## src/rtl/lin_rx_pkg.sv

```systemverilog
package lin_rx_pkg;

  typedef enum logic [1:0] {
    RX_IDLE = 2'd0,
    RX_BITS = 2'd1,
    RX_HOLD = 2'd2
  } rx_state_e;

  localparam logic ADDR_DATA = 1'b0;
  localparam logic ADDR_CTRL = 1'b1;

  localparam int CB_BRK_EN  = 0;
  localparam int CB_THR_SEL = 1;
  localparam int SB_VALID   = 5;
  localparam int SB_FRM     = 6;
  localparam int SB_BRK     = 7;

endpackage

```

## src/rtl/lin_rx_sync.sv

```systemverilog
module lin_rx_sync #(
  parameter int STAGES = 2
) (
  input  logic clk,
  input  logic rst_n,
  input  logic rx_in,
  output logic rx_s
);
  logic [STAGES-1:0] pipe_q;
  logic [STAGES-1:0] pipe_d;

  always_comb begin
    pipe_d = {pipe_q[STAGES-2:0], rx_in};
  end

  always_ff @(posedge clk or negedge rst_n) begin
    if (!rst_n) pipe_q <= '1;
    else        pipe_q <= pipe_d;
  end

  assign rx_s = pipe_q[STAGES-1];
endmodule

```

## src/rtl/lin_rx_frame.sv

```systemverilog
module lin_rx_frame
  import lin_rx_pkg::*;
#(
  parameter int OSR = 16,
  parameter int DW  = 8
) (
  input  logic          clk,
  input  logic          rst_n,
  input  logic          tick,
  input  logic          rx_s,
  input  logic          run_sat,
  output logic          load,
  output logic          frm_set,
  output logic [DW-1:0] shr_o
);
  localparam int CW = $clog2(OSR);
  localparam int BW = $clog2(DW + 2);
  localparam logic [CW-1:0] SMP_A   = CW'(OSR / 2 - 1);
  localparam logic [CW-1:0] SMP_B   = CW'(OSR / 2);
  localparam logic [CW-1:0] SMP_C   = CW'(OSR / 2 + 1);
  localparam logic [CW-1:0] CNT_TOP = CW'(OSR - 1);
  localparam logic [BW-1:0] IDX_STOP = BW'(DW + 1);

  rx_state_e     st_q, st_d;
  logic [CW-1:0] cnt_q, cnt_d;
  logic [BW-1:0] idx_q, idx_d;
  logic [DW-1:0] shr_q, shr_d;
  logic [1:0]    smp_q, smp_d;
  logic          vote;

  always_comb begin
    st_d    = st_q;
    cnt_d   = cnt_q;
    idx_d   = idx_q;
    shr_d   = shr_q;
    smp_d   = smp_q;
    load    = 1'b0;
    frm_set = 1'b0;
    vote    = (smp_q[0] & smp_q[1]) | (smp_q[0] & rx_s) | (smp_q[1] & rx_s);
    if (tick) begin
      unique case (st_q)
        RX_IDLE: begin
          if (!rx_s) begin
            st_d  = RX_BITS;
            cnt_d = CW'(1);
            idx_d = '0;
          end
        end
        RX_BITS: begin
          if (cnt_q == CNT_TOP) begin
            cnt_d = '0;
            idx_d = idx_q + 1'b1;
          end else begin
            cnt_d = cnt_q + 1'b1;
          end
          if (cnt_q == SMP_A) smp_d[0] = rx_s;
          if (cnt_q == SMP_B) smp_d[1] = rx_s;
          if (cnt_q == SMP_C) begin
            if (idx_q == '0) begin
              if (vote) st_d = RX_IDLE;
            end else if (idx_q == IDX_STOP) begin
              if (vote) begin
                load = 1'b1;
                st_d = RX_IDLE;
              end else begin
                st_d = RX_HOLD;
              end
            end else begin
              shr_d = {vote, shr_q[DW-1:1]};
            end
          end
        end
        RX_HOLD: begin
          if (rx_s) begin
            frm_set = !run_sat;
            st_d    = RX_IDLE;
          end
        end
        default: st_d = RX_IDLE;
      endcase
    end
  end

  always_ff @(posedge clk or negedge rst_n) begin
    if (!rst_n) begin
      st_q  <= RX_IDLE;
      cnt_q <= '0;
      idx_q <= '0;
      shr_q <= '0;
      smp_q <= '0;
    end else begin
      st_q  <= st_d;
      cnt_q <= cnt_d;
      idx_q <= idx_d;
      shr_q <= shr_d;
      smp_q <= smp_d;
    end
  end

  assign shr_o = shr_q;

  AST_NO_LOAD_WHILE_HOLD: assert property (@(posedge clk) disable iff (!rst_n)
    (st_q == RX_HOLD) |-> !load);
endmodule

```

## src/rtl/lin_brk_count.sv

```systemverilog
module lin_brk_count #(
  parameter int OSR    = 16,
  parameter int THR_LO = 13,
  parameter int THR_HI = 14
) (
  input  logic clk,
  input  logic rst_n,
  input  logic tick,
  input  logic rx_s,
  input  logic brk_en,
  input  logic thr_sel,
  output logic run_sat,
  output logic brk_hit
);
  localparam int MAXT = OSR * THR_HI;
  localparam int CW   = $clog2(MAXT + 1);
  localparam logic [CW-1:0] LIM_LO = CW'(OSR * THR_LO);
  localparam logic [CW-1:0] LIM_HI = CW'(OSR * THR_HI);

  logic [CW-1:0] run_q, run_d, limit, run_inc;
  logic          sat_q, sat_d, hit_q, hit_d;

  always_comb begin
    limit   = thr_sel ? LIM_HI : LIM_LO;
    run_inc = run_q + 1'b1;
    run_d   = run_q;
    sat_d   = sat_q;
    hit_d   = 1'b0;
    if (!brk_en) begin
      run_d = '0;
      sat_d = 1'b0;
    end else if (tick) begin
      if (rx_s) begin
        run_d = '0;
        sat_d = 1'b0;
      end else if (!sat_q) begin
        run_d = run_inc;
        if (run_inc >= limit) begin
          sat_d = 1'b1;
          hit_d = 1'b1;
        end
      end
    end
  end

  always_ff @(posedge clk or negedge rst_n) begin
    if (!rst_n) begin
      run_q <= '0;
      sat_q <= 1'b0;
      hit_q <= 1'b0;
    end else begin
      run_q <= run_d;
      sat_q <= sat_d;
      hit_q <= hit_d;
    end
  end

  assign run_sat = sat_q;
  assign brk_hit = hit_q;

  AST_BRK_NEEDS_EN: assert property (@(posedge clk) disable iff (!rst_n)
    brk_hit |-> $past(brk_en));
  AST_BRK_ON_LOW_LINE: assert property (@(posedge clk) disable iff (!rst_n)
    brk_hit |-> !$past(rx_s));
  AST_BRK_SINGLE_PULSE: assert property (@(posedge clk) disable iff (!rst_n)
    brk_hit |=> !brk_hit);
endmodule

```

## src/rtl/lin_rx_regs.sv

```systemverilog
module lin_rx_regs
  import lin_rx_pkg::*;
#(
  parameter int DW = 8
) (
  input  logic          clk,
  input  logic          rst_n,
  input  logic          addr,
  input  logic          wr_en,
  input  logic          rd_en,
  input  logic [DW-1:0] wdata,
  output logic [DW-1:0] rdata,
  input  logic          load,
  input  logic [DW-1:0] rx_byte,
  input  logic          frm_set,
  input  logic          brk_hit,
  output logic          brk_en,
  output logic          thr_sel,
  output logic          rx_valid,
  output logic          frm_err,
  output logic          brk_flag,
  output logic [DW-1:0] tx_byte,
  output logic          tx_load
);
  logic [DW-1:0] rx_q, tx_q;
  logic          en_q, en_d, sel_q, sel_d;
  logic          val_q, val_d, frm_q, frm_d, brk_q, brk_d;
  logic          txl_d, txl_q;
  logic          rd_data, rd_ctrl, wr_data, wr_ctrl;

  always_comb begin
    rd_data = rd_en && (addr == ADDR_DATA);
    rd_ctrl = rd_en && (addr == ADDR_CTRL);
    wr_data = wr_en && (addr == ADDR_DATA);
    wr_ctrl = wr_en && (addr == ADDR_CTRL);

    en_d  = wr_ctrl ? wdata[CB_BRK_EN]  : en_q;
    sel_d = wr_ctrl ? wdata[CB_THR_SEL] : sel_q;

    val_d = val_q;
    if (rd_data) val_d = 1'b0;
    if (load)    val_d = 1'b1;
    frm_d = frm_q;
    brk_d = brk_q;
    if (rd_ctrl) begin
      frm_d = 1'b0;
      brk_d = 1'b0;
    end
    if (frm_set) frm_d = 1'b1;
    if (brk_hit) brk_d = 1'b1;
    txl_d = wr_data;

    rdata = '0;
    if (addr == ADDR_CTRL) begin
      rdata[CB_BRK_EN]  = en_q;
      rdata[CB_THR_SEL] = sel_q;
      rdata[SB_VALID]   = val_q;
      rdata[SB_FRM]     = frm_q;
      rdata[SB_BRK]     = brk_q;
    end else begin
      rdata = rx_q;
    end
  end

  always_ff @(posedge clk or negedge rst_n) begin
    if (!rst_n) begin
      en_q  <= 1'b0;
      sel_q <= 1'b0;
      val_q <= 1'b0;
      frm_q <= 1'b0;
      brk_q <= 1'b0;
      txl_q <= 1'b0;
    end else begin
      en_q  <= en_d;
      sel_q <= sel_d;
      val_q <= val_d;
      frm_q <= frm_d;
      brk_q <= brk_d;
      txl_q <= txl_d;
    end
  end

  // data storage is deliberately outside the reset domain
  always_ff @(posedge clk) begin
    if (load) rx_q <= rx_byte;
  end

  always_ff @(posedge clk) begin
    if (wr_data) tx_q <= wdata;
  end

  assign brk_en   = en_q;
  assign thr_sel  = sel_q;
  assign rx_valid = val_q;
  assign frm_err  = frm_q;
  assign brk_flag = brk_q;
  assign tx_byte  = tx_q;
  assign tx_load  = txl_q;

  AST_LOAD_BEATS_READ: assert property (@(posedge clk) disable iff (!rst_n)
    load |=> rx_valid);
  AST_FRM_BRK_APART: assert property (@(posedge clk) disable iff (!rst_n)
    !(frm_set && brk_hit));
endmodule

```

## src/rtl/lin_brk_rx.sv

```systemverilog
module lin_brk_rx
  import lin_rx_pkg::*;
#(
  parameter int OSR    = 16,
  parameter int DW     = 8,
  parameter int THR_LO = 13,
  parameter int THR_HI = 14,
  parameter int SYNC_N = 2
) (
  input  logic          clk,
  input  logic          rst_n,
  input  logic          os_tick,
  input  logic          rx_in,
  input  logic          bus_addr,
  input  logic          bus_wr,
  input  logic          bus_rd,
  input  logic [DW-1:0] bus_wdata,
  output logic [DW-1:0] bus_rdata,
  output logic          rx_valid,
  output logic          frm_err,
  output logic          brk_flag,
  output logic [DW-1:0] tx_byte,
  output logic          tx_load
);
  logic [1:0]    rst_pipe_q;
  logic          rst_i_n;
  logic          rx_s, run_sat, brk_hit, load, frm_set, brk_en, thr_sel;
  logic [DW-1:0] shr;

  always_ff @(posedge clk or negedge rst_n) begin
    if (!rst_n) rst_pipe_q <= 2'b00;
    else        rst_pipe_q <= {rst_pipe_q[0], 1'b1};
  end
  assign rst_i_n = rst_pipe_q[1];

  lin_rx_sync #(.STAGES(SYNC_N)) u_sync (
    .clk(clk), .rst_n(rst_i_n), .rx_in(rx_in), .rx_s(rx_s)
  );

  lin_rx_frame #(.OSR(OSR), .DW(DW)) u_frame (
    .clk(clk), .rst_n(rst_i_n), .tick(os_tick), .rx_s(rx_s),
    .run_sat(run_sat), .load(load), .frm_set(frm_set), .shr_o(shr)
  );

  lin_brk_count #(.OSR(OSR), .THR_LO(THR_LO), .THR_HI(THR_HI)) u_count (
    .clk(clk), .rst_n(rst_i_n), .tick(os_tick), .rx_s(rx_s),
    .brk_en(brk_en), .thr_sel(thr_sel), .run_sat(run_sat), .brk_hit(brk_hit)
  );

  lin_rx_regs #(.DW(DW)) u_regs (
    .clk(clk), .rst_n(rst_i_n), .addr(bus_addr), .wr_en(bus_wr),
    .rd_en(bus_rd), .wdata(bus_wdata), .rdata(bus_rdata), .load(load),
    .rx_byte(shr), .frm_set(frm_set), .brk_hit(brk_hit), .brk_en(brk_en),
    .thr_sel(thr_sel), .rx_valid(rx_valid), .frm_err(frm_err),
    .brk_flag(brk_flag), .tx_byte(tx_byte), .tx_load(tx_load)
  );
endmodule

```

## config.mk

```make
export PLATFORM = sky130hd
export DESIGN_NAME = lin_brk_rx
export DESIGN_NICKNAME = d
export VERILOG_FILES = /design/src/rtl/lin_rx_pkg.sv /design/src/rtl/lin_rx_sync.sv /design/src/rtl/lin_rx_frame.sv /design/src/rtl/lin_brk_count.sv /design/src/rtl/lin_rx_regs.sv /design/src/rtl/lin_brk_rx.sv
export SDC_FILE = /design/constraint.sdc
export NUM_CORES = 1
export LEC_CHECK = 0
export ABC_AREA = 1
export CAP_MARGIN = 20
export CORE_ASPECT_RATIO = 1.5
export CORE_UTILIZATION = 49
export CTS_CLUSTER_DIAMETER = 100
export DETAILED_ROUTE_END_ITERATION = 8
export PLACE_DENSITY = 0.86
export REMOVE_ABC_BUFFERS = 1
export SLEW_MARGIN = 20
export SYNTH_ARGS = -nofsm -noshare
export SYNTH_HDL_FRONTEND = slang
export SYNTH_SLANG_ARGS = --single-unit
```

## constraint.sdc

```tcl
create_clock -name clk -period 1.1 [get_ports clk]
set_input_delay 0.22 -clock clk [delete_from_list [all_inputs] [get_ports clk]]
set_output_delay 0.22 -clock clk [all_outputs]
set_load 0.05 [all_outputs]
```

# Word-level counts from Yosys, hierarchy flattened

Index checks and enable logic that the tools add are counted.
Widths: inputs -> output; s select.

Register bits after elaboration: 56
Input port bits: 15
Output and inout bits: 20
Logic and storage cells: 109

Add/subtract/negate cells: 3
Order comparisons: 1
Equality and inequality tests: 15
Multiplexer cells: 45
Bitwise operators: 8
Reductions and logical operators: 18

Operators by type and width:

| kind                | count |
|---|---|
| $mux 8              | 4 |
| $mux 1              | 23 |
| $eq 4x4->1 const B  | 4 |
| $mux 2              | 8 |
| $mux 4              | 4 |
| $pmux 4 s2          | 2 |
| $reduce_and 3->1    | 3 |
| $add 4x1->4 const B | 2 |
| $add 8x1->8 const B | 1 |
| $ge 8x8->1          | 1 |
| $reduce_bool 2->1   | 4 |
| $mux 3              | 2 |
| $mux 6              | 1 |
| $ne 2x2->1 const B  | 3 |
| $pmux 2 s3          | 1 |
| $reduce_and 6->1    | 1 |
| $reduce_and 5->1    | 1 |
| $eq 4x3->1 const B  | 1 |
| $logic_and 1x1->1   | 4 |
| $logic_not 4->1     | 1 |
| $ne 2x1->1 const B  | 2 |
| $reduce_and 4->1    | 1 |
| $and 1x1->1         | 3 |
| $ne 3x1->1 const B  | 1 |
| 9 further kinds     | 12 |

# Logic depth before layout (Yosys ltp)

Gate-level depths: netlist of the first run.

Word-level depth: 10
Gate-level depth with buffers: 11
Mapped depth without buffers: 11

# Modules after synthesis

A second synthesis of the first run with hierarchy kept.

Cells, all modules: 287
Area total of the unflattened synthesis: 2712.6 um2

By module, submodules not included:

| module        | times used | cells each | area an instance (um2) | seq. area each (um2) |
|---|---|---|---|---|
| lin_rx_frame  | 1          | 139        | 1149.9                 | 500.5 |
| lin_rx_regs   | 1          | 65         | 825.8                  | 630.6 |
| lin_brk_count | 1          | 78         | 630.6                  | 250.2 |
| lin_brk_rx    | 1          | 3          | 53.8                   | 50.0 |
| lin_rx_sync   | 1          | 2          | 52.6                   | 52.6 |

# Worst setup path before layout of the first run

No wires, ideal clock.

Path type: register to output
Start point: register u_regs.brk_q, in the netlist u_regs.brk_flag
End point: output bus_rdata[7]
Data arrival time: 1519 ps
Path slack: -639 ps
Stages on the path, launching flop included: 3
Path buffers: 0
Cells stage by stage: dfrtp_1 inv_1 a21oi_1

Cells in the longest elaborated chain, start to end: 1

Ends and longest elaborated chain:

| item                     | line              | RTL |
|---|---|---|
| start: declaration       | lin_rx_regs.sv:27 | `logic val_q, val_d, frm_q, frm_d, brk_q, brk_d;` |
| start signal: assignment | lin_rx_regs.sv:78 | `brk_q <= brk_d;` |
| $mux 3                   | lin_rx_regs.sv:54 | `if (addr == ADDR_CTRL) begin` |
| end: declaration         | lin_brk_rx.sv:18  | `output logic [DW-1:0] bus_rdata,` |

Every way passes these cells.

# Worst setup path after layout of the first run

Start point: register u_count.run_q[1]
End point: register u_count.hit_q, in the netlist u_count.brk_hit

Cells in the longest elaborated chain, start to end: 7

Ends and longest elaborated chain:

| item                     | line                | RTL |
|---|---|---|
| start: declaration       | lin_brk_count.sv:20 | `logic [CW-1:0] run_q, run_d, limit, run_inc;` |
| start signal: assignment | lin_brk_count.sv:52 | `run_q <= run_d;` |
| $add 8x1->8              | lin_brk_count.sv:25 | `run_inc = run_q + 1'b1;` |
| $ge 8x8->1               | lin_brk_count.sv:38 | `if (run_inc >= limit) begin` |
| $mux 1                   | lin_brk_count.sv:38 |  |
| $mux 1                   | lin_brk_count.sv:36 | `end else if (!sat_q) begin` |
| $mux 1                   | lin_brk_count.sv:33 | `if (rx_s) begin` |
| $mux 1                   | lin_brk_count.sv:32 | `end else if (tick) begin` |
| $mux 1                   | lin_brk_count.sv:29 | `if (!brk_en) begin` |
| net u_count.hit_d        | lin_brk_count.sv:21 | `logic sat_q, sat_d, hit_q, hit_d;` |
| end signal: assignment   | lin_brk_count.sv:54 | `hit_q <= hit_d;` |
| end: declaration         | lin_brk_count.sv:21 |  |

The timed path passes the listed nets, and every way through them passes these cells.
A chain may end at the register's enable or synchronous reset.

==> results of run 1 <==
==> state kept, by name, summed over array words and instances, names as in the netlist <==
register,count
u_count.run_q,8
u_frame.shr_o,8
u_regs.rx_q,8
u_regs.tx_byte,8
u_frame.cnt_q,4
u_frame.idx_q,4
rst_pipe_q,2
u_frame.smp_q,2
u_frame.st_q,2
u_sync.pipe_q,2
u_count.brk_hit,1
u_count.run_sat,1
u_regs.brk_en,1
u_regs.brk_flag,1
u_regs.frm_err,1
u_regs.rx_valid,1
u_regs.thr_sel,1
u_regs.tx_load,1
==> critical path: cells and delay by family, from the launching register on <==
family	cells	cell delay, ps
xor+xnor	1	200
fa+ha+maj	2	530
flops	1	410
simple gates	7	820
==> cell type report <==
| cell class | count | area (um^2) | area share [%] |
|---|---|---|---|
| Sequential cell | 56 | 1490 | 32.2 |
| Multi-Input combinational cell | 177 | 1490 | 32.2 |
| Timing Repair Buffer | 115 | 1260 | 27.3 |
| Inverter | 46 | 199 | 4.31 |
| Clock buffer | 7 | 86.3 | 1.87 |
| Tap cell | 68 | 85.1 | 1.84 |
| Clock inverter | 1 | 7.51 | 0.163 |
| Timing Repair inverter | 1 | 7.51 | 0.163 |
==> worst paths after layout <==
| kind | endpoint | cells after the start |
|---|---|---|
| max | u_count.brk_hit | 10 |
| min | rst_pipe_q[0] | 1 |
| max reg2reg | u_count.brk_hit | 10 |
| min reg2reg | u_regs.rx_valid | 1 |
| max in group asynchronous | u_sync.pipe_q[0] | 1 |
| min in group clk | u_sync.pipe_q[0] | 1 |
==> Yosys cell counts, types with 2 or more instances <==
cell type | count | area [um^2]
nor2_1 | 20 | 75.1
nand2_2 | 3 | 18.8
inv_2 | 3 | 11.3
nand4_1 | 2 | 12.5
dfrtp_1 | 38 | 951
xor2_1 | 2 | 17.5
ha_1 | 9 | 113
o21bai_1 | 2 | 15.0
nand3_1 | 19 | 95.1
edfxtp_1 | 16 | 480
inv_1 | 43 | 161
nand2_1 | 71 | 267
o21ai_1 | 5 | 25.0
a21oi_1 | 13 | 65.1
o21ai_0 | 16 | 80.1
dfstp_2 | 2 | 52.6
==> timing repair <==
action,in CTS,in global routing
setup buffers,18,23
endpoints found under the hold margin,0,0
resized for setup,112,109
setup endpoints to repair,68,61
hold buffers,0,0
gates cloned,1,1
pin swaps,27,37
==> layout by cell type, fill, tap and decap left out, types with 5 or more instances in the layout <==
master           Yosys  final
dfrtp_1             38     37
clkbuf_8             0      6
nor2_2               1      6
inv_4                0      9
nor2_1              20      7
inv_2                3     14
buf_4                0     49
buf_12               0     20
nand2_1             71     36
a21oi_4              1      6
edfxtp_1            16     16
buf_6                0     30
nand3_4              0      5
nand3_1             19     11
ha_4                 0      6
nor2_4               1      9
o21ai_2              1      8
a21oi_2              1      5
clkdlybuf4s50_1      0     12
nand2_2              3     22
nand2_4              0     15
inv_1               43     22
o21ai_1              5     11
==> layer usage <==
metal | track usage (%) | wire, um | share of wire, %
met5 | 0 | 0 | 0
met2 | 59.9 | 6070 | 53
met1 | 33.4 | 3720 | 32
met3 | 11.7 | 787 | 6.9
met4 | 27.7 | 904 | 7.9
==> cell families after synthesis <==
logic type,count (synthesis)
muxes,1
other,1
xor gates and xnor gates,2
buffers and inverters,48
AOI/OAI and AO/OA,43
and+or+nand+nor,121
DFF,56
adders and majority gates,9
==> where the power goes <==
part / total, mW / leakage (nW) / switching, mW / internal (mW)
registers: 2.71 / 0.654 / 0.295 / 2.42
logic: 3.95 / 1.41 / 2.18 / 1.77
clock network: 1.21 / 0.0445 / 0.696 / 0.514
total: 7.87 / 2.11 / 3.17 / 4.70
==> through the flow <==
stage	hold WS (ps)	std cells	power, mW	TNS, ps
after CTS	61.9	456	6.60	-14460
after floorplan	-75.6	279	3.74	-12970
after detailed placement	242	429	4.83	-27330
final	65.6	471	7.87	-19230
after global placement	235	429	4.71	-23790
after global routing	65.8	471	8.16	-21640
==> summary.txt, run 1 <==
Global route
  • Overflow after GRT: 0
  • Vias in the first global route: approximately 2700
  • Initial antenna violation count: 0
  • Largest net degree at the start of global routing: 39
  • Global-route wire length before repair: 13800 um
  • Overall Global Routing Usage: 35.7%

Timing
  • Slew Limit Headroom: 61.9%
  • # setup viols final: 60
  • Final hold violations: 0
  • Fin crit period: slightly above 2000 ps
  • Worst Clk Skew: 15.2 ps
  • Worst Tran Pin Value: 566 ps
  • Setup repair after global routing missed its margin: yes
  • Fin. max-slew vios: 0
  • Max Clk Rate: about 0.49 GHz
  • Final WS setup: -952 ps
  • Fin crit share: 187%

Setup path
  • Crit path max fanout: 3
  • Slowest stage delay, CP: 410 ps
  • Crit path top cell by count: nand3_1
  • Crit path DAT: 2280 ps
  • Crit path kind: reg2reg
  • Worst path slowest cell: dfrtp_1
  • Crit end category: register
  • Critical-path cell list: ha_2, nand3_4, xor2_2, ha_1, nand2_2, nor2_2, nand3_1, nand2_1, nand3_1, nor2_1
  • CP required: 1330 ps
  • Worst r2r src: u_count.run_q[1]
  • Critical Path Start Type: register
  • Crit path launch: u_count.run_q[1]
  • R2R Setup Slk: -950 ps

Drt
  • Drt initial violations: 285
  • Wire length per cell after detailed routing: 24.4 um
  • Vias per inst: 5.86
  • DR DRC count: 0
  • Final WL: 11500 um
  • Router iterations before antenna repair: 5
  • Via count: 2758
  • Antenna-violating nets left: 0

Clocking
  • H-tree Lvls: 2
  • Max Root-Sink Buffers: 2
  • Clock sinks: 56
  • CTS tree: yes
  • Clock transition at path regs: 110 ps
  • Root Buffer: clkbuf_8
  • Clock Latency Late Sink: 320 ps
  • CTS Buf Count: 5

Hold path
  • Min-delay worst type: in2async

Cells and area
  • Final net count: between 400 and 500
  • Fillers: 178
  • Post-route cell area: 4620 um^2
  • Share of layout cells above drive strength 1: between 50% and 60%
  • Fin util: 90.8%
  • Area Overhead vs Synth: 79.4%
  • Ant diodes: 0

Die
  • Initial core utilization: 50.6%
  • # IOs: 35
  • Die area: ~5600 um^2
  • Die width: 61.2 um
  • Core Box Area: a little over 5000 um^2
  • # rows: 32
  • Die Y: 90.8 um

Placement
  • Placed cell area: roughly 3600 um^2
  • Worst slack, placed: -725 ps
  • GPL Wtd Cong: 0.903
  • PortBufs: 34
  • Detailed placement HPWL: 4890 um

Synth
  • Synth async-reset ratio: approximately 71%
  • Post-synth top flop: dfrtp_1
  • Synth warn: 0
  • #FFs+latches synth: 56
  • Post-Synth Adder-Cell Area: 4.38%
  • Yosys cell types: 33
  • Cells after Synth: 281
  • Synth Area in Simple Gates: 19.9%
  • Xor/xnor cell area share of the yosys netlist: less than 1%
  • Syn_area_per_cell: 9.16 um^2
  • Post-synth EDFFs: 16
  • Post-Syn Area: 2570 um^2
  • Synth Area in Compound Gates: a little under 10%
  • Largest family of logic cells by synthesized area: simple AND/OR/NAND/NOR gates
  • Mux cell area share after synthesis: 0.438%
  • Post-synthesis sequential area ratio: just under 60%

Pwr
  • Peak VDD IR: 0.00163 V
  • LEAKAGE: between 2 and 2.5 nW
  • Pwr/cell area: 1700 nW/um^2

Run status
  • Failing checks: setup timing
  • Status: complete, but fails checks

Job
  • # Max-Cap Violations: 0
Note: power is estimated with default switching activity, not from simulation.
==> run 2, diff against run 1 <==
--- a/config.mk
+++ b/config.mk
@@ -8,10 +8,13 @@
 export ABC_AREA = 1
 export CAP_MARGIN = 20
 export CORE_ASPECT_RATIO = 1.5
-export CORE_UTILIZATION = 49
+export CORE_UTILIZATION = 50
+export CTS_BUF_LIST = sky130_fd_sc_hd__clkbuf_8
 export CTS_CLUSTER_DIAMETER = 100
 export DETAILED_ROUTE_END_ITERATION = 8
-export PLACE_DENSITY = 0.86
+export GPL_ROUTABILITY_DRIVEN = 0
+export MAX_ROUTING_LAYER = met4
+export PLACE_DENSITY = 0.88
 export REMOVE_ABC_BUFFERS = 1
 export SLEW_MARGIN = 20
 export SYNTH_ARGS = -nofsm -noshare
==> summary.txt, run 2 <==
Run status
  • Status: stopped before the end
  • Fail Step: global routing (5_1_grt)
  • Stop Error: [ERROR GRT-0232] Routing congestion too high. Check the congestion heatmap in the GUI.

Global route
  • Overflow after GRT: roughly 170
  • Overall Global Routing Usage: 84.1%
  • Largest net degree at the start of global routing: 22

Clocking
  • H-tree Lvls: 2 (unchanged)
  • CTS Buf Count: 5 (unchanged)
  • Clock sinks: 56 (unchanged)
  • CTS Hold Bufs: 0 (unchanged)
  • Max Root-Sink Buffers: 2 (unchanged)
  • Root Buffer: clkbuf_8

Placement
  • Detailed placement HPWL: 5100 um (+4.2%)
  • Worst slack, placed: -659 ps (+66.0 ps)
  • PortBufs: 34 (unchanged)

Die
  • Die Y: 89.9 um (-0.98%)
  • # IOs: 35 (unchanged)
  • Die width: 60.6 um (-0.97%)
  • Initial core utilization: 52.7% (+2.0 points)
  • # rows: 31 (-3.1%)

Synth
  • Cells after Synth: 281 (unchanged)
  • Syn_area_per_cell: 9.16 um^2 (unchanged)
  • Largest family of logic cells by synthesized area: simple AND/OR/NAND/NOR gates
  • #FFs+latches synth: 56 (unchanged)
  • Post-synthesis sequential area ratio: 57.7% (unchanged)
  • Post-synth top area share: 36.9% (unchanged)
  • Top-count cell post-synth: nand2_1
  • Synth Area in Simple Gates: 19.9% (unchanged)
  • Post-synth top flop: dfrtp_1
  • Xor/xnor cell area share of the yosys netlist: 0.681% (unchanged)
  • Commonest cells in the netlist: 71 x nand2_1, 43 x inv_1, 38 x dfrtp_1
  • Mux cell area share after synthesis: 0.438% (unchanged)
  • Synth warn: 0 (unchanged)
  • Post-Syn Area: 2570 um^2 (unchanged)
  • Synth area leaders: dfrtp_1 37%, edfxtp_1 19%, nand2_1 10%, inv_1 6.3%, ha_1 4.4%
  • Synth Area in Compound Gates: 9.72% (unchanged)
  • Yosys cell types: 33 (unchanged)
  • Yosys top cell by area: dfrtp_1
  • Post-synth EDFFs: 16 (unchanged)
  • Post-Synth Adder-Cell Area: 4.38% (unchanged)
  • Synth async-reset ratio: 71.4% (unchanged)

Timing
  • Worst endpoint type: register data pin
  • Worst EP post-GRT repair: u_count.brk_hit$_DFF_PN0_/D
## run 2: cell counts after synthesis
No cell type changed its count.
## run 2: routing by layer
metal / overflow / GRT usage [%]
met5: - / -
met4: 60 / 94.5
met2: 106 / 101
met1: 0 / 86.5
met3: 0 / 46.6
## run 2: logic make-up after synthesis
| logic type | after synthesis |
|---|---|
| AOI/OAI and AO/OA | 43 |
| DFF | 56 |
| adders and majority gates | 9 |
| and+or+nand+nor | 121 |
| other | 1 |
| buffers and inverters | 48 |
| muxes | 1 |
| xor gates and xnor gates | 2 |
## run 2: metrics by stage
step | setup TNS (ps) | util [%] | cell area (um^2) | hold WS [ps] | std cells
after CTS | -14220 | 88.8 | 4340 | 64.9 | 469
after floorplan | -12970 | - | 2560 | -75.6 | 279
after global placement | -26780 | 73.7 | 3600 | 171 | 434
after detailed placement | -28440 | 73.7 | 3600 | 174 | 434
## run 2: repair_timing
| item | in CTS |
|---|---|
| pin swaps | 33 |
| resized for setup | 145 |
| endpoints found under the hold margin | 0 |
| setup buffers | 34 |
| endpoints found under the setup margin | 70 |
==> run 3, diff against run 2 <==
--- a/config.mk
+++ b/config.mk
@@ -7,14 +7,10 @@
 export LEC_CHECK = 0
 export ABC_AREA = 1
 export CAP_MARGIN = 20
-export CORE_ASPECT_RATIO = 1.5
-export CORE_UTILIZATION = 50
-export CTS_BUF_LIST = sky130_fd_sc_hd__clkbuf_8
-export CTS_CLUSTER_DIAMETER = 100
+export CORE_UTILIZATION = 35
 export DETAILED_ROUTE_END_ITERATION = 8
 export GPL_ROUTABILITY_DRIVEN = 0
-export MAX_ROUTING_LAYER = met4
-export PLACE_DENSITY = 0.88
+export PLACE_DENSITY_LB_ADDON = 0.15
 export REMOVE_ABC_BUFFERS = 1
 export SLEW_MARGIN = 20
 export SYNTH_ARGS = -nofsm -noshare
==> constraint.sdc (replaced) <==
create_clock -name clk -period 1.45 [get_ports clk]
set_input_delay 0.29 -clock clk [delete_from_list [all_inputs] [get_ports clk]]
set_output_delay 0.29 -clock clk [all_outputs]
set_load 0.05 [all_outputs]
==> summary.txt, run 3 (synthesized netlist as in run 1, its figures left out) <==
Global route
  • Overflow after GRT: 0
  • Vias in the first global route: about 2100
  • Global-route wire length before repair: 9460 um
  • Initial antenna violation count: 0
  • Overall Global Routing Usage: 16.2%
  • Largest net degree at the start of global routing: 39

Clocking
  • Clock transition at path regs: 110 ps
  • Max Root-Sink Buffers: 2 (unchanged)
  • CTS Buf Count: 5 (unchanged)
  • CTS tree: yes
  • H-tree Lvls: 2 (unchanged)
  • Clock Latency Late Sink: 320 ps
  • Root Buffer: clkbuf_8
  • Clock sinks: 56 (unchanged)

Die
  • Die Y: 87.8 um (-2.4%)
  • # IOs: 35 (unchanged)
  • Core Box Area: 6940 um^2
  • Initial core utilization: 37.1% (-16 points)
  • # rows: 30 (-3.2%)
  • Die width: 87.8 um (+45%)
  • Die area: around 7700 um^2

Cells and area
  • Ant diodes: 0
  • Most frequent cells in the layout: 59 x nand2_1, 50 x buf_4, 38 x dfrtp_1
  • Post-route cell area: 4000 um^2
  • Most common cell after layout, fill and taps aside: nand2_1
  • Final net count: 402
  • Area Overhead vs Synth: 55.3%
  • Share of layout cells above drive strength 1: 39.1%
  • Fillers: 611
  • Final std cells w/o fill: 475

Placement
  • Detailed placement HPWL: 4000 um (-21%)
  • Worst slack, placed: -298 ps (+361 ps)
  • Placed cell area: 3510 um^2 (-2.5%)
  • PortBufs: 34 (unchanged)
  • Placed Cells: 447 (+3.0%)

Drt
  • DR DRC count: 0
  • Vias per inst: 4.53
  • Final WL: 5800 um
  • Wire length per cell after detailed routing: between 10 and 15 um
  • Antenna-violating nets left: 0
  • Via count: 2153
  • Router iterations before antenna repair: 4
  • Drt initial violations: 80

Setup path
  • R2R Setup Slk: -270 ps
  • Crit path DAT: between 1500 and 2000 ps
  • Crit end category: register
  • Worst R2R Path Depth: 11
  • Critical Path Start Type: register
  • RR Endpoint: u_count.brk_hit
  • Crit path kind: reg2reg
  • CP required: 1710 ps
  • Worst r2r src: u_count.run_q[0]
  • Crit path max fanout: 3

Pwr
  • Sw power: 1.69 mW
  • Total Power: 4.68 mW
  • Comb pwr share: 38.1%
  • Pwr/cell area: 1170 nW/um^2
  • Peak VDD IR: 0.000805 V
  • Sw Ratio: 36.1%
  • Clock share of power: 19.6%
  • Cell Int Power: 2.99 mW
  • LEAKAGE: 1.87 nW
  • Sequential power share: 42.4%

Job
  • # Max-Cap Violations: 0

Run status
  • Status: complete, but fails checks
  • Failing checks: setup timing

Timing
  • Fin. max-slew vios: 0
  • # setup viols final: 10
  • Final WS setup: -273 ps
  • Max Clk Rate: 0.581 GHz
  • Fin crit period: 1720 ps
  • Worst Clk Skew: roughly 6.0 ps
  • Setup repair after global routing missed its margin: yes
  • Final hold violations: 0
  • Fin crit share: 119%

Hold path
  • Min-delay worst type: in2async
[run 3: worst max path at each step]
stage | end | cells past startpoint | from | slack (ps)
CTS | u_count.brk_hit | 11 | u_count.run_q[0] | -250
global route | u_count.brk_hit | 10 | u_count.run_q[0] | -410
finish | u_count.brk_hit | 11 | u_count.run_q[0] | -270
detailed placement | bus_rdata[5] | 4 | bus_addr | -300
floorplan | bus_rdata[7] | 2 | u_regs.brk_flag | -360
global placement | bus_rdata[5] | 4 | bus_addr | -330
[run 3: metrics by stage]
| step | utilization, % | hold WS [ps] | setup TNS [ps] |
|---|---|---|---|
| 3_3_place_gp | 50.6 | 248 | -10150 |
| 3_5_place_dp | 50.6 | 249 | -10720 |
| 4_1_cts | 55.1 | 111 | -555 |
| 6_report | 57.5 | 118 | -1210 |
| 2_1_floorplan | - | -5.59 | -2390 |
| 5_1_grt | 57.5 | 110 | -2560 |
[run 3: routing by layer]
| metal | track usage [%] | vias to the layer above | routed length (um) |
|---|---|---|---|
| li1 | - | 1092 | - |
| met1 | 21.2 | 1018 | 2710 |
| met2 | 27.1 | 36 | 2820 |
| met3 | 3.49 | 7 | 210 |
| met4 | 4.92 | 0 | 66 |
| met5 | 0 | - | 0 |
[run 3: power groups by stage]
stage	clock, mW	sequential (mW)	combinational [mW]
after floorplan	0	2.10	0.743
after global placement	0	2.00	1.46
after detailed placement	0	2.01	1.50
after CTS	0.948	1.99	1.62
after global routing	1.01	2.00	1.98
final	0.915	1.98	1.78
[run 3: cell type report]
type | instances | area, um^2 | area share [%]
tap | 96 | 120 | 3.01
clock inverter | 3 | 27.5 | 0.689
inverter | 46 | 175 | 4.38
multi-input combinational | 177 | 1120 | 28.1
sequential | 56 | 1480 | 37.1
clock buffer | 5 | 68.8 | 1.72
timing repair buffer | 91 | 992 | 24.8
timing repair inverter | 1 | 7.51 | 0.188
[run 3: repair_timing]
action,4_1_cts,5_1_grt
buffers inserted,12,6
gates cloned,1,1
setup endpoints to repair,26,30
hold buffers,0,0
pin swaps,12,19
gates resized for setup,33,41
[run 3: critical path: stages, from the launching register on]
cell,delay (ps)
dfrtp_1,420
nand3_2,110
nor2_2,110
xor2_1,180
inv_1,100
ha_4,270
nand2_2,40
nor2_1,90
nand3_1,80
nand2_2,100
nand3_2,60
nor2_1,90
